$ cat src/rtl/trc_filter_pkg.sv
package trc_filter_pkg;
   localparam int BIT_E0    = 0;
   localparam int BIT_E2    = 1;
   localparam int BIT_CX    = 3;
   localparam int TS_LSB    = 5;
   localparam int TS_MSB    = 6;
   localparam int MIN_REG_W = TS_MSB + 1;

   typedef enum logic [1:0] {
      TS_DEFER = 2'b00,
      TS_VIRT  = 2'b01,
      TS_RSVD  = 2'b10,
      TS_PHYS  = 2'b11
   } ts_sel_e;

   typedef enum logic [1:0] {
      PL0 = 2'd0,
      PL1 = 2'd1,
      PL2 = 2'd2,
      PL3 = 2'd3
   } priv_e;

   typedef struct packed {
      ts_sel_e ts;
      logic    cx;
      logic    e2;
      logic    e0;
   } hyp_ctl_t;
endpackage

$ cat src/rtl/trc_ctl_regs.sv
module trc_ctl_regs
   import trc_filter_pkg::*;
#(
   parameter int REG_W = 64
) (
   input  logic             clk,
   input  logic             rst_n,
   input  logic             hyp_we,
   input  logic             gst_we,
   input  logic [REG_W-1:0] wr_data,
   output hyp_ctl_t         hyp_q,
   output ts_sel_e          gst_ts,
   output logic [REG_W-1:0] hyp_rd,
   output logic [REG_W-1:0] gst_rd
);
   initial begin
      if (REG_W < MIN_REG_W) $error("REG_W too small for field layout");
   end

   hyp_ctl_t hyp_r;
   ts_sel_e  gst_r;
   logic     unused_wr;

   assign unused_wr = ^wr_data;

   always_ff @(posedge clk) begin
      if (!rst_n) begin
         hyp_r <= '{ts: TS_DEFER, cx: 1'b0, e2: 1'b0, e0: 1'b0};
         gst_r <= TS_DEFER;
      end else begin
         if (hyp_we) begin
            hyp_r.ts <= ts_sel_e'(wr_data[TS_MSB:TS_LSB]);
            hyp_r.cx <= wr_data[BIT_CX];
            hyp_r.e2 <= wr_data[BIT_E2];
            hyp_r.e0 <= wr_data[BIT_E0];
         end
         if (gst_we) begin
            gst_r <= ts_sel_e'(wr_data[TS_MSB:TS_LSB]);
         end
      end
   end

   always_comb begin
      hyp_rd                  = '0;
      hyp_rd[BIT_E0]          = hyp_r.e0;
      hyp_rd[BIT_E2]          = hyp_r.e2;
      hyp_rd[BIT_CX]          = hyp_r.cx;
      hyp_rd[TS_MSB:TS_LSB]   = hyp_r.ts;
      gst_rd                  = '0;
      gst_rd[TS_MSB:TS_LSB]   = gst_r;
   end

   assign hyp_q  = hyp_r;
   assign gst_ts = gst_r;

   assert_warm_clear_R3: assert property (@(posedge clk)
      !rst_n |=> (hyp_rd == '0 && gst_rd == '0));
endmodule

$ cat src/rtl/trc_permit.sv
module trc_permit
   import trc_filter_pkg::*;
(
   input  logic     clk,
   input  logic     rst_n,
   input  logic     sh_en,
   input  priv_e    priv,
   input  logic     tge,
   input  logic     el2_en,
   input  hyp_ctl_t ctl,
   output logic     trace_ok,
   output logic     ctx_ok
);
   logic e0_applies;

   assign e0_applies = tge && el2_en;

   always_comb begin
      trace_ok = 1'b0;
      if (sh_en) begin
         unique case (priv)
            PL0:     trace_ok = e0_applies ? ctl.e0 : 1'b1;
            PL2:     trace_ok = ctl.e2;
            default: trace_ok = 1'b1;
         endcase
      end
   end

   assign ctx_ok = sh_en && ctl.cx;

   assert_el2_gate_R4: assert property (@(posedge clk) disable iff (!rst_n)
      (sh_en && priv == PL2) |-> (trace_ok == ctl.e2));
   assert_el0_ignored_R5: assert property (@(posedge clk) disable iff (!rst_n)
      (sh_en && priv == PL0 && !(tge && el2_en)) |-> trace_ok);
   assert_other_levels_R6: assert property (@(posedge clk) disable iff (!rst_n)
      (sh_en && (priv == PL1 || priv == PL3)) |-> trace_ok);
endmodule

$ cat src/rtl/trc_ts_sel.sv
module trc_ts_sel
   import trc_filter_pkg::*;
#(
   parameter int CNT_W = 64
) (
   input  logic             clk,
   input  logic             rst_n,
   input  logic             sh_en,
   input  ts_sel_e          hyp_ts,
   input  ts_sel_e          gst_ts,
   input  logic [CNT_W-1:0] phys_cnt,
   input  logic [CNT_W-1:0] virt_off,
   output logic [CNT_W-1:0] ts_out
);
   initial begin
      if (CNT_W < 1) $error("CNT_W must be positive");
   end

   ts_sel_e          eff_sel;
   logic [CNT_W-1:0] virt_val;
   logic [CNT_W-1:0] ts_nxt;
   logic [CNT_W-1:0] ts_q;

   assign eff_sel  = (hyp_ts == TS_DEFER) ? gst_ts : hyp_ts;
   assign virt_val = phys_cnt - virt_off;
   assign ts_nxt   = (sh_en && eff_sel == TS_VIRT) ? virt_val : phys_cnt;

   always_ff @(posedge clk) begin
      if (!rst_n) ts_q <= '0;
      else        ts_q <= ts_nxt;
   end

   assign ts_out = ts_q;

   assert_shoff_phys_R8: assert property (@(posedge clk) disable iff (!rst_n)
      (!$past(sh_en) && $past(rst_n)) |-> (ts_out == $past(phys_cnt)));
endmodule

$ cat src/rtl/trc_filter_ts.sv
module trc_filter_ts
   import trc_filter_pkg::*;
#(
   parameter int REG_W = 64,
   parameter int CNT_W = 64
) (
   input  logic             clk,
   input  logic             rst_n,
   input  logic             hyp_wr_en,
   input  logic             gst_wr_en,
   input  logic [REG_W-1:0] wr_data,
   output logic [REG_W-1:0] hyp_rd_data,
   output logic [REG_W-1:0] gst_rd_data,
   input  logic [1:0]       priv,
   input  logic             tge,
   input  logic             el2_en,
   input  logic             sh_en,
   input  logic [CNT_W-1:0] phys_cnt,
   input  logic [CNT_W-1:0] virt_off,
   output logic             trace_ok,
   output logic             ctx_ok,
   output logic [CNT_W-1:0] ts_out
);
   hyp_ctl_t hyp_ctl;
   ts_sel_e  gst_ts;

   trc_ctl_regs #(.REG_W(REG_W)) regs_i (
      .clk    (clk),
      .rst_n  (rst_n),
      .hyp_we (hyp_wr_en),
      .gst_we (gst_wr_en),
      .wr_data(wr_data),
      .hyp_q  (hyp_ctl),
      .gst_ts (gst_ts),
      .hyp_rd (hyp_rd_data),
      .gst_rd (gst_rd_data)
   );

   trc_permit permit_i (
      .clk     (clk),
      .rst_n   (rst_n),
      .sh_en   (sh_en),
      .priv    (priv_e'(priv)),
      .tge     (tge),
      .el2_en  (el2_en),
      .ctl     (hyp_ctl),
      .trace_ok(trace_ok),
      .ctx_ok  (ctx_ok)
   );

   trc_ts_sel #(.CNT_W(CNT_W)) ts_i (
      .clk     (clk),
      .rst_n   (rst_n),
      .sh_en   (sh_en),
      .hyp_ts  (hyp_ctl.ts),
      .gst_ts  (gst_ts),
      .phys_cnt(phys_cnt),
      .virt_off(virt_off),
      .ts_out  (ts_out)
   );

   assert_shoff_block_R8: assert property (@(posedge clk) disable iff (!rst_n)
      !sh_en |-> (!trace_ok && !ctx_ok));
   assert_ctx_follow_R7: assert property (@(posedge clk) disable iff (!rst_n)
      sh_en |-> (ctx_ok == hyp_rd_data[BIT_CX]));
endmodule

$ cat config.mk
export PLATFORM = sky130hd
export DESIGN_NAME = trc_filter_ts
export DESIGN_NICKNAME = d
export VERILOG_FILES = /design/src/rtl/trc_filter_pkg.sv /design/src/rtl/trc_ctl_regs.sv /design/src/rtl/trc_permit.sv /design/src/rtl/trc_ts_sel.sv /design/src/rtl/trc_filter_ts.sv
export SDC_FILE = /design/constraint.sdc
export NUM_CORES = 1
export LEC_CHECK = 0
export BUFFER_PORTS_ARGS = -buffer_cell sky130_fd_sc_hd__buf_2
export CAP_MARGIN = 20
export CORE_AREA = 2 2 160 162
export CTS_CLUSTER_DIAMETER = 60
export DETAILED_ROUTE_END_ITERATION = 6
export DIE_AREA = 0 0 162 164
export PLACE_DENSITY_LB_ADDON = 0.12
export SETUP_SLACK_MARGIN = 0.15
export SLEW_MARGIN = 20
export SYNTH_ARGS = -nofsm -noshare
export SYNTH_HDL_FRONTEND = slang
export SYNTH_SLANG_ARGS = --single-unit
$ cat constraint.sdc
create_clock -name clk -period 3.96 [get_ports clk]
set_input_delay 0.396 -clock clk [delete_from_list [all_inputs] [get_ports clk]]
set_output_delay 0.396 -clock clk [all_outputs]
set_load 0.02 [all_outputs]
# Word level (Yosys, flattened, before mapping)

Index checks and enable logic that the tools add are counted.
W data, S select, Z words.

Input bits: 201
Flip-flop bits (word level): 71
Output and inout port bits: 194

Eq/ne operators: 2
Reduce and logical (&&, ||, !) cells: 5
Mux-type cells: 5
Add/sub/neg operators: 1

Operator list:

| cell                 | count |
|---|---|
| $mux W64             | 1 |
| $sub A64 B64 Y64     | 1 |
| $logic_not A2 Y1     | 2 |
| $logic_and A1 B1 Y1  | 3 |
| $eq A2 B1 Y1 const B | 1 |
| $eq A2 B2 Y1 const B | 1 |
| $mux W1              | 2 |
| $mux W2              | 1 |
| $pmux W1 S2          | 1 |

# Longest topological paths before layout

Gate-level depths: netlist of the first run.

Depth after elaboration: 5
Gate-level depth with buffers: 13
Depth with buffers taken out: 13

# Modules after synthesis

A second synthesis of the first run with hierarchy kept.

Cells, all modules: 1065
Area, all modules: 7582.3 µm²

Modules (own cells, without submodules):

| module       | seq. area each (µm²) | times used | cells an instance | area an instance (µm²) |
|---|---|---|---|---|
| trc_ts_sel   | 1281.2               | 1          | 910               | 6319.8 |
| trc_ctl_regs | 140.1                | 1          | 151               | 1229.9 |
| trc_permit   | 0.0                  | 1          | 4                 | 32.5 |

# Worst setup path before layout of the first run

Ideal clock, no wire load.

Path kind: input port to flip-flop
Start point: input phys_cnt[0]
End point: register ts_i.ts_q[56], in the netlist ts_i.ts_out[56]
Path buffers: 0
Arrival: 2.868 ns
Library setup time: 0.062 ns
Cell stages on the path: 13
Setup slack: 1.030 ns
Path through: inv_1 > ha_1 > fa_1 > nor2b_1 > o2111ai_1 > nand3_1 > and3_1 > a31oi_1 > o22a_1 > a2111oi_4 > o21bai_1 > or4_1 > nand3_1

Cells in the longest elaborated chain, start to end: 2

Ends and longest elaborated chain:

| item                 | RTL line            | text |
|---|---|---|
| from (decl)          | trc_filter_ts.sv:18 | `input logic [CNT_W-1:0] phys_cnt,` |
| $sub A64 B64 Y64     | trc_ts_sel.sv:25    | `assign virt_val = phys_cnt - virt_off;` |
| $mux W64             | trc_ts_sel.sv:26    | `assign ts_nxt = (sh_en && eff_sel == TS_VIRT) ? virt_val : phys_cnt;` |
| to (signal assigned) | trc_ts_sel.sv:30    | `else ts_q <= ts_nxt;` |
| to (decl)            | trc_ts_sel.sv:22    | `logic [CNT_W-1:0] ts_q;` |

Every way passes these cells.
A chain may end at the register's enable or synchronous reset.

# Worst setup path in the final report of the first run

Ends and elaborated chain as after synthesis.

==> run metrics, run 1 <==
outcome finished clean; vias in the first global route 7,028; Sink Count 71; Die Ht 164 um; gpl congestion 0.854; Clk Latency, worst-skew pair 0.34 ns; mapped cell area 7340 um^2; Tightest Hold Check Type input pin to flip-flop; worst slew pin tran 0.890 ns; min Tclk post-route 3.25 ns; Setup Crit Path Kind input pin to flip-flop; element type at the critical path end flip-flop; Max Slew Vio Count 0; yosys warns 0; Worst EP arrival 3.54 ns; # port buffers 214; Finished Core Util 34.6%; CTS clk-pin slew, worst paths 0.06 ns; Area Growth Syn to Fin 16.9%; Vias/cell 4.72; First DRT Iteration DRCs 303; DP HPWL 18,700 um; r2r setup slk 1.84 ns; Crit Reg-Reg Endpoint ts_i.ts_out[6]$_SDFF_PN0_; Synth area leader dfxtp_1; post-cts sizing count 0; IO Count 395; CTS HTree Levels 3; Max Clock Freq 308 MHz; RSZ-0062 raised after global routing false; Layout Nets 1,473; post-synth top area share 19.4%; WL per Instance 15.2 um; first-pass GRT wire length 36,700 um; number of synthesized register bits 71; antenna-violating nets left 0; Synth area leaders dfxtp_1 19%, buf_4 12%, ha_1 11%, a21oi_1 7.9%, nand2_1 6.8%; drc violations 0; # Post-CTS Setup Buffers 0; Hold Path Stages 3; Final period util 82.1%; number of fillers in the final layout 2,761; post-synthesis sequential area ratio 19.4%; Hold Path Sink regs_i.hyp_q[0]$_SDFFE_PN0P_; distinct cell type count after synthesis 68; final setup TNS 0 ns; most numerous cell in the Yosys netlist nand2_1; Die W 162 um; Synth top cells by count 133 x nand2_1, 121 x buf_4, 116 x a21oi_1, 84 x inv_1, 71 x dfxtp_1; DRT Wirelength 23,400 um; relative slew slack 40.6%; Antenna Cells 0; all-layer global routing usage 17.3%; Crit Path Max Fanout 4; R2R Path Start regs_i.gst_ts[1]$_SDFFE_PN0P_; Root Buffer clkbuf_16; die area 26,600 um^2; 1st-pass router iterations 5; layout cells sized above 1 20.7%; number of synthesized flops with an enable pin 0; hold_buf cts 0; CTS tree yes; Leakage 4.46 nW; final setup fails 0; largest net degree at the start of global routing 55; grt total ovfl 0; Design Area, Final 8580 um^2; R2R cell count 6; Post-DP Area 8270 um^2; Cells after Synth 1,019; WP data required 4.25 ns; DR vias 7,273; Initial Util 29.6%; prevailing post-synth register cell dfxtp_1; async set-reset flop share out of synthesis 0%; pwr dens 323 nW/um^2; synthesized area per cell 7.20 um^2; Worst setup SP type input pin; CTS buffer count 9; Hold Path Origin wr_data[0]; total core area 24,800 um^2; std cell rows 58; initial antenna violation count 1; Clock Skew 0.00967 ns; Max rail drop VDD 0.000202 V; hold_ws 0.288 ns; max cap viols 0; final hold violation count 0; clk buf depth 2
## power breakdown
| part | switching [mW] | internal (mW) |
|---|---|---|
| sequential | 0.0150 | 0.771 |
| clock | 0.344 | 0.547 |
| combinational | 0.707 | 0.391 |
## critical path, stage by stage
cell and delay [ns]:
buf_2 0.08, inv_1 0.04, ha_1 0.22, fa_1 0.41, nor2b_1 0.20, o2111ai_1 0.17, nand3_1 0.21, and3_1 0.18
a31oi_1 0.18, o22a_1 0.33, a2111oi_4 0.37, o21bai_1 0.20, or4_1 0.44, nand3_1 0.09
## cells by family after synthesis
group                    after synthesis  synth area share [%]
other                                  1                0.0511
AO/OA/AOI/OAI                        294                  26.0
buffers and inverters                251                  19.2
XOR/XNOR                              44                  5.25
flip-flops                            71                  19.4
multiplexers                           7                 0.955
adder cells (fa/ha/maj)               64                  11.0
AND/OR/NAND/NOR                      287                  18.2
## layout make-up
type | instances | area [um^2] | share of cell area [%]
multi-input combinational | 817 | 4970 | 57.9
clock inverter | 6 | 86.3 | 1.01
timing repair buffer | 224 | 1150 | 13.4
clock buffer | 9 | 225 | 2.63
sequential | 71 | 1420 | 16.6
tap | 330 | 413 | 4.81
inverter | 85 | 319 | 3.72
## flip-flops by register name, summed over array words and instances, names as in the netlist
register       count
regs_i.hyp_q       5
ts_i.ts_out       64
regs_i.gst_ts      2
## worst max path at each step
stage | from | endpoint | slack [ns] | cells after the start
after floorplan | phys_cnt[0] | ts_i.ts_out[56]$_SDFF_PN0_ | 1.03 | 13
after global placement | phys_cnt[0] | ts_i.ts_out[56]$_SDFF_PN0_ | 0.37 | 14
after detailed placement | phys_cnt[0] | ts_i.ts_out[56]$_SDFF_PN0_ | 0.37 | 14
after CTS | phys_cnt[0] | ts_i.ts_out[56]$_SDFF_PN0_ | 0.72 | 14
after global routing | phys_cnt[0] | ts_i.ts_out[60]$_SDFF_PN0_ | 0.51 | 14
final | phys_cnt[0] | ts_i.ts_out[56]$_SDFF_PN0_ | 0.71 | 14
## per-stage QoR
| step | power [mW] | setup WS, ns | cells |
|---|---|---|---|
| 6_report | 2.77 | 0.709 | 1542 |
| 5_1_grt | 2.97 | 0.510 | 1542 |
| 4_1_cts | 2.82 | 0.717 | 1542 |
| 3_5_place_dp | 1.89 | 0.371 | 1527 |
| 3_3_place_gp | 1.90 | 0.370 | 1527 |
| 2_1_floorplan | 1.67 | 1.03 | 1139 |
## cell usage in the layout (no fill, tap or decap), drive strengths merged, types with 7 or more instances in the layout
cell    count
ha         63
a21o       31
xnor2      30
o21a        9
o211ai      8
mux2i       7
nand4      16
clkbuf      9
nand3      37
a21oi     117
buf       224
nor3       12
inv        85
nand2     133
o21bai     18
nor2       39
conb      121
nor2b       7
o21ai      47
dfxtp      71
a31oi      15
xor2       14
or3         9
## layer usage
| layer | vias to the layer above | GRT usage, % | routed length (um) |
|---|---|---|---|
| li1 | 3681 | - | - |
| met1 | 3323 | 22.7 | 10700 |
| met2 | 249 | 29.6 | 11000 |
| met3 | 18 | 3.06 | 1490 |
| met4 | 2 | 3.98 | 261 |
| met5 | - | 0 | 13 |
Power figures use the tool's default switching activity.
==> inputs of run 2 (changes only) <==
Settings changed: ABC_AREA set to 1, CORE_AREA 2 2 160 162 to 2 2 184 186, DIE_AREA 0 0 162 164 to 0 0 186 188.
Clock period 3.96 ns to 2.6 ns, I/O delays scaled along.
==> run 2 against run 1 <==
  * Clock skew is 0.00067 ns lower
  * Sequential power is 53% higher
  * Count of clock-buffer cells in the layout is 1 higher
  * Die area is 32% higher
  * Worst hold slack worse by 0.18 ns
  * Non-clock buffer count is 4 higher
==> run metrics, run 2 <==
Max Slew Vio Count 0; most frequent cells in the layout 596 x nand2_1, 454 x inv_1, 235 x nor2_1, 214 x buf_2, 121 x conb_1; RSZ-0062 raised after global routing false; Tightest Hold Check Type input pin to flip-flop; CTS clk-pin slew, worst paths 0.06 ns; mapped cell area 9780 um^2; die area 35,000 um^2; most frequent CP cell nand2_1; Root Buffer clkbuf_16; most numerous cell in the Yosys netlist nand2_1; Max Clock Freq 493 MHz; Crit Reg-Reg Endpoint ts_i.ts_out[51]$_SDFF_PN0_; number of synthesized register bits 71; Layout Nets 2,335; simple-gate share of the synthesized area 40.8%; synthesized area per cell 5.28 um^2; vias in the first global route 9,795; # port buffers 214; multiplexer area fraction after synthesis 0%; DP HPWL 30,900 um; pre-CTS WS 0.188 ns; post-synth top area share 22.9%; post-cts sizing count 0; flip-flop count of the largest register after layout 64; std cell rows 67; Area Growth Syn to Fin 15.6%; hold_buf cts 0; CTS HTree Levels 3; Setup Crit Path Kind input pin to flip-flop; Final period util 78.0%; Synth top cells by count 596 x nand2_1, 454 x inv_1, 235 x nor2_1, 121 x buf_4, 71 x dfxtp_1; Initial Util 29.5%; CTS buffer count 9; Vias/cell 4.12; relative slew slack 65.2%; number of fillers in the final layout 3,911; grt total ovfl 0; layout cells sized above 1 14.9%; First DRT Iteration DRCs 649; max cap viols 0; Cells after Synth 1,852; largest family of logic cells by synthesized area simple AND/OR/NAND/NOR gates; first-pass GRT wire length 53,600 um; initial antenna violation count 0; R2R cell count 7; Die W 186 um; total core area 33,100 um^2; final setup TNS 0 ns; Sink Count 71; commonest non-fill, non-tap cell in the layout nand2_1; DR vias 10,385; Hold Path Stages 3; all-layer global routing usage 20.3%; Worst EP arrival 2.31 ns; r2r setup slk 0.90 ns; distinct cell type count after synthesis 34; element type at the critical path end flip-flop; post-synthesis sequential area ratio 14.5%; pwr dens 410 nW/um^2; WP data required 2.88 ns; Cells after DPL 2,507; Antenna Cells 0; Layout Cells excl Fill 2,522; Synth area leaders nand2_1 23%, inv_1 17%, dfxtp_1 15%, buf_4 9.3%, nor2_1 9.0%; CTS tree yes; Hold Path Sink regs_i.hyp_q[0]$_SDFFE_PN0P_; setup ws final 0.571 ns; gpl congestion 0.904; clk buf depth 2; final setup fails 0; Max rail drop VDD 0.000352 V; antenna-violating nets left 0; number of synthesized flops with an enable pin 0; Clk Latency, worst-skew pair 0.38 ns; Post-Synth Adder-Cell Area 8.26%; drc violations 0; DRT Wirelength 35,400 um; Synth area leader nand2_1; outcome finished clean; prevailing post-synth register cell dfxtp_1; post-synthesis xor/xnor area fraction 2.60%; R2R Path Start regs_i.gst_ts[1]$_SDFFE_PN0P_; yosys warns 0; async set-reset flop share out of synthesis 0%; 1st-pass router iterations 5; slowest cell delay on critical path 0.46 ns; final hold violation count 0; Die Ht 188 um; worst slew pin tran 0.521 ns; Crit Path Max Fanout 3; post-synthesis compound-gate area fraction 5.76%; # Post-CTS Setup Buffers 0; Leakage 7.47 nW; Clock Skew 0.00900 ns; min Tclk post-route 2.03 ns; cells along the critical path buf_2 > inv_1 > ha_1 > fa_1 > nor2_1 > or2_1 > nand3_1 > nand2_1 > nand2_1 > nand2_2 > nand2_1 > nand3_1 > nand3_1 > nand2_1 > inv_1; Hold Path Origin wr_data[0]; largest net degree at the start of global routing 66; WL per Instance 14.0 um; IO Count 395; Crit-path slowest cell fa_1; Worst setup SP type input pin
[run 2: report_power, final]
group | internal [mW] | total [mW] | switching [mW]
Sequential | 1.18 | 1.20 | 0.0262
Clock | 0.738 | 1.29 | 0.552
Combinational | 0.653 | 2.14 | 1.49
Total | 2.57 | 4.64 | 2.07
[run 2: cell families (layout without fill, tap and decap cells)]
| logic type | Yosys count | count (layout) |
|---|---|---|
| adders and majority gates | 64 | 64 |
| AOI/OAI and AO/OA | 107 | 107 |
| buffers and inverters | 607 | 709 |
| other | 1 | 121 |
| DFF | 71 | 71 |
| and+or+nand+nor | 973 | 973 |
| xor gates and xnor gates | 29 | 29 |
[run 2: cell type report]
type / count / area, um^2 / area share, %
clock inverters: 5 / 60.1 / 0.531
inverters: 466 / 1750 / 15.5
well taps: 448 / 561 / 4.96
flip-flops and latches: 71 / 1420 / 12.6
repair buffers: 228 / 1210 / 10.7
multi-input cells: 1294 / 6080 / 53.7
clock buffers: 10 / 229 / 2.02
[run 2: routing by layer]
metal / track usage [%] / routed length (um) / up-vias
met5: 0 / 0 / -
met2: 31.3 / 14700 / 320
met3: 2.78 / 1860 / 20
li1: - / - / 5583
met1: 30.0 / 18500 / 4462
met4: 4.09 / 371 / 0
[run 2: critical path, delay by kind of cell]
kind,cells,cell delay (ns)
fa+ha+maj,2,0.69
simple gates,10,1.19
buf+inv,3,0.16
[run 2: worst max path at each step]
stage | cells after the start | slack [ns] | startpoint | end
floorplan | 14 | 0.74 | phys_cnt[0] | ts_i.ts_out[44]$_SDFF_PN0_
global placement | 15 | 0.19 | phys_cnt[0] | ts_i.ts_out[44]$_SDFF_PN0_
detailed placement | 15 | 0.19 | phys_cnt[0] | ts_i.ts_out[44]$_SDFF_PN0_
CTS | 15 | 0.57 | phys_cnt[0] | ts_i.ts_out[44]$_SDFF_PN0_
global route | 15 | 0.32 | phys_cnt[0] | ts_i.ts_out[44]$_SDFF_PN0_
finish | 15 | 0.57 | phys_cnt[0] | ts_i.ts_out[44]$_SDFF_PN0_
[run 2: per-stage QoR]
| step | hold WS [ns] | power [mW] | cell area (um^2) | util (%) |
|---|---|---|---|---|
| 5_1_grt | 0.117 | 5.00 | 11300 | 34.2 |
| 3_3_place_gp | 0.462 | 3.37 | 11000 | 33.3 |
| 6_report | 0.107 | 4.64 | 11300 | 34.2 |
| 3_5_place_dp | 0.463 | 3.37 | 11000 | 33.3 |
| 4_1_cts | 0.0931 | 4.70 | 11300 | 34.2 |
| 2_1_floorplan | 0.395 | 2.79 | 10200 | - |
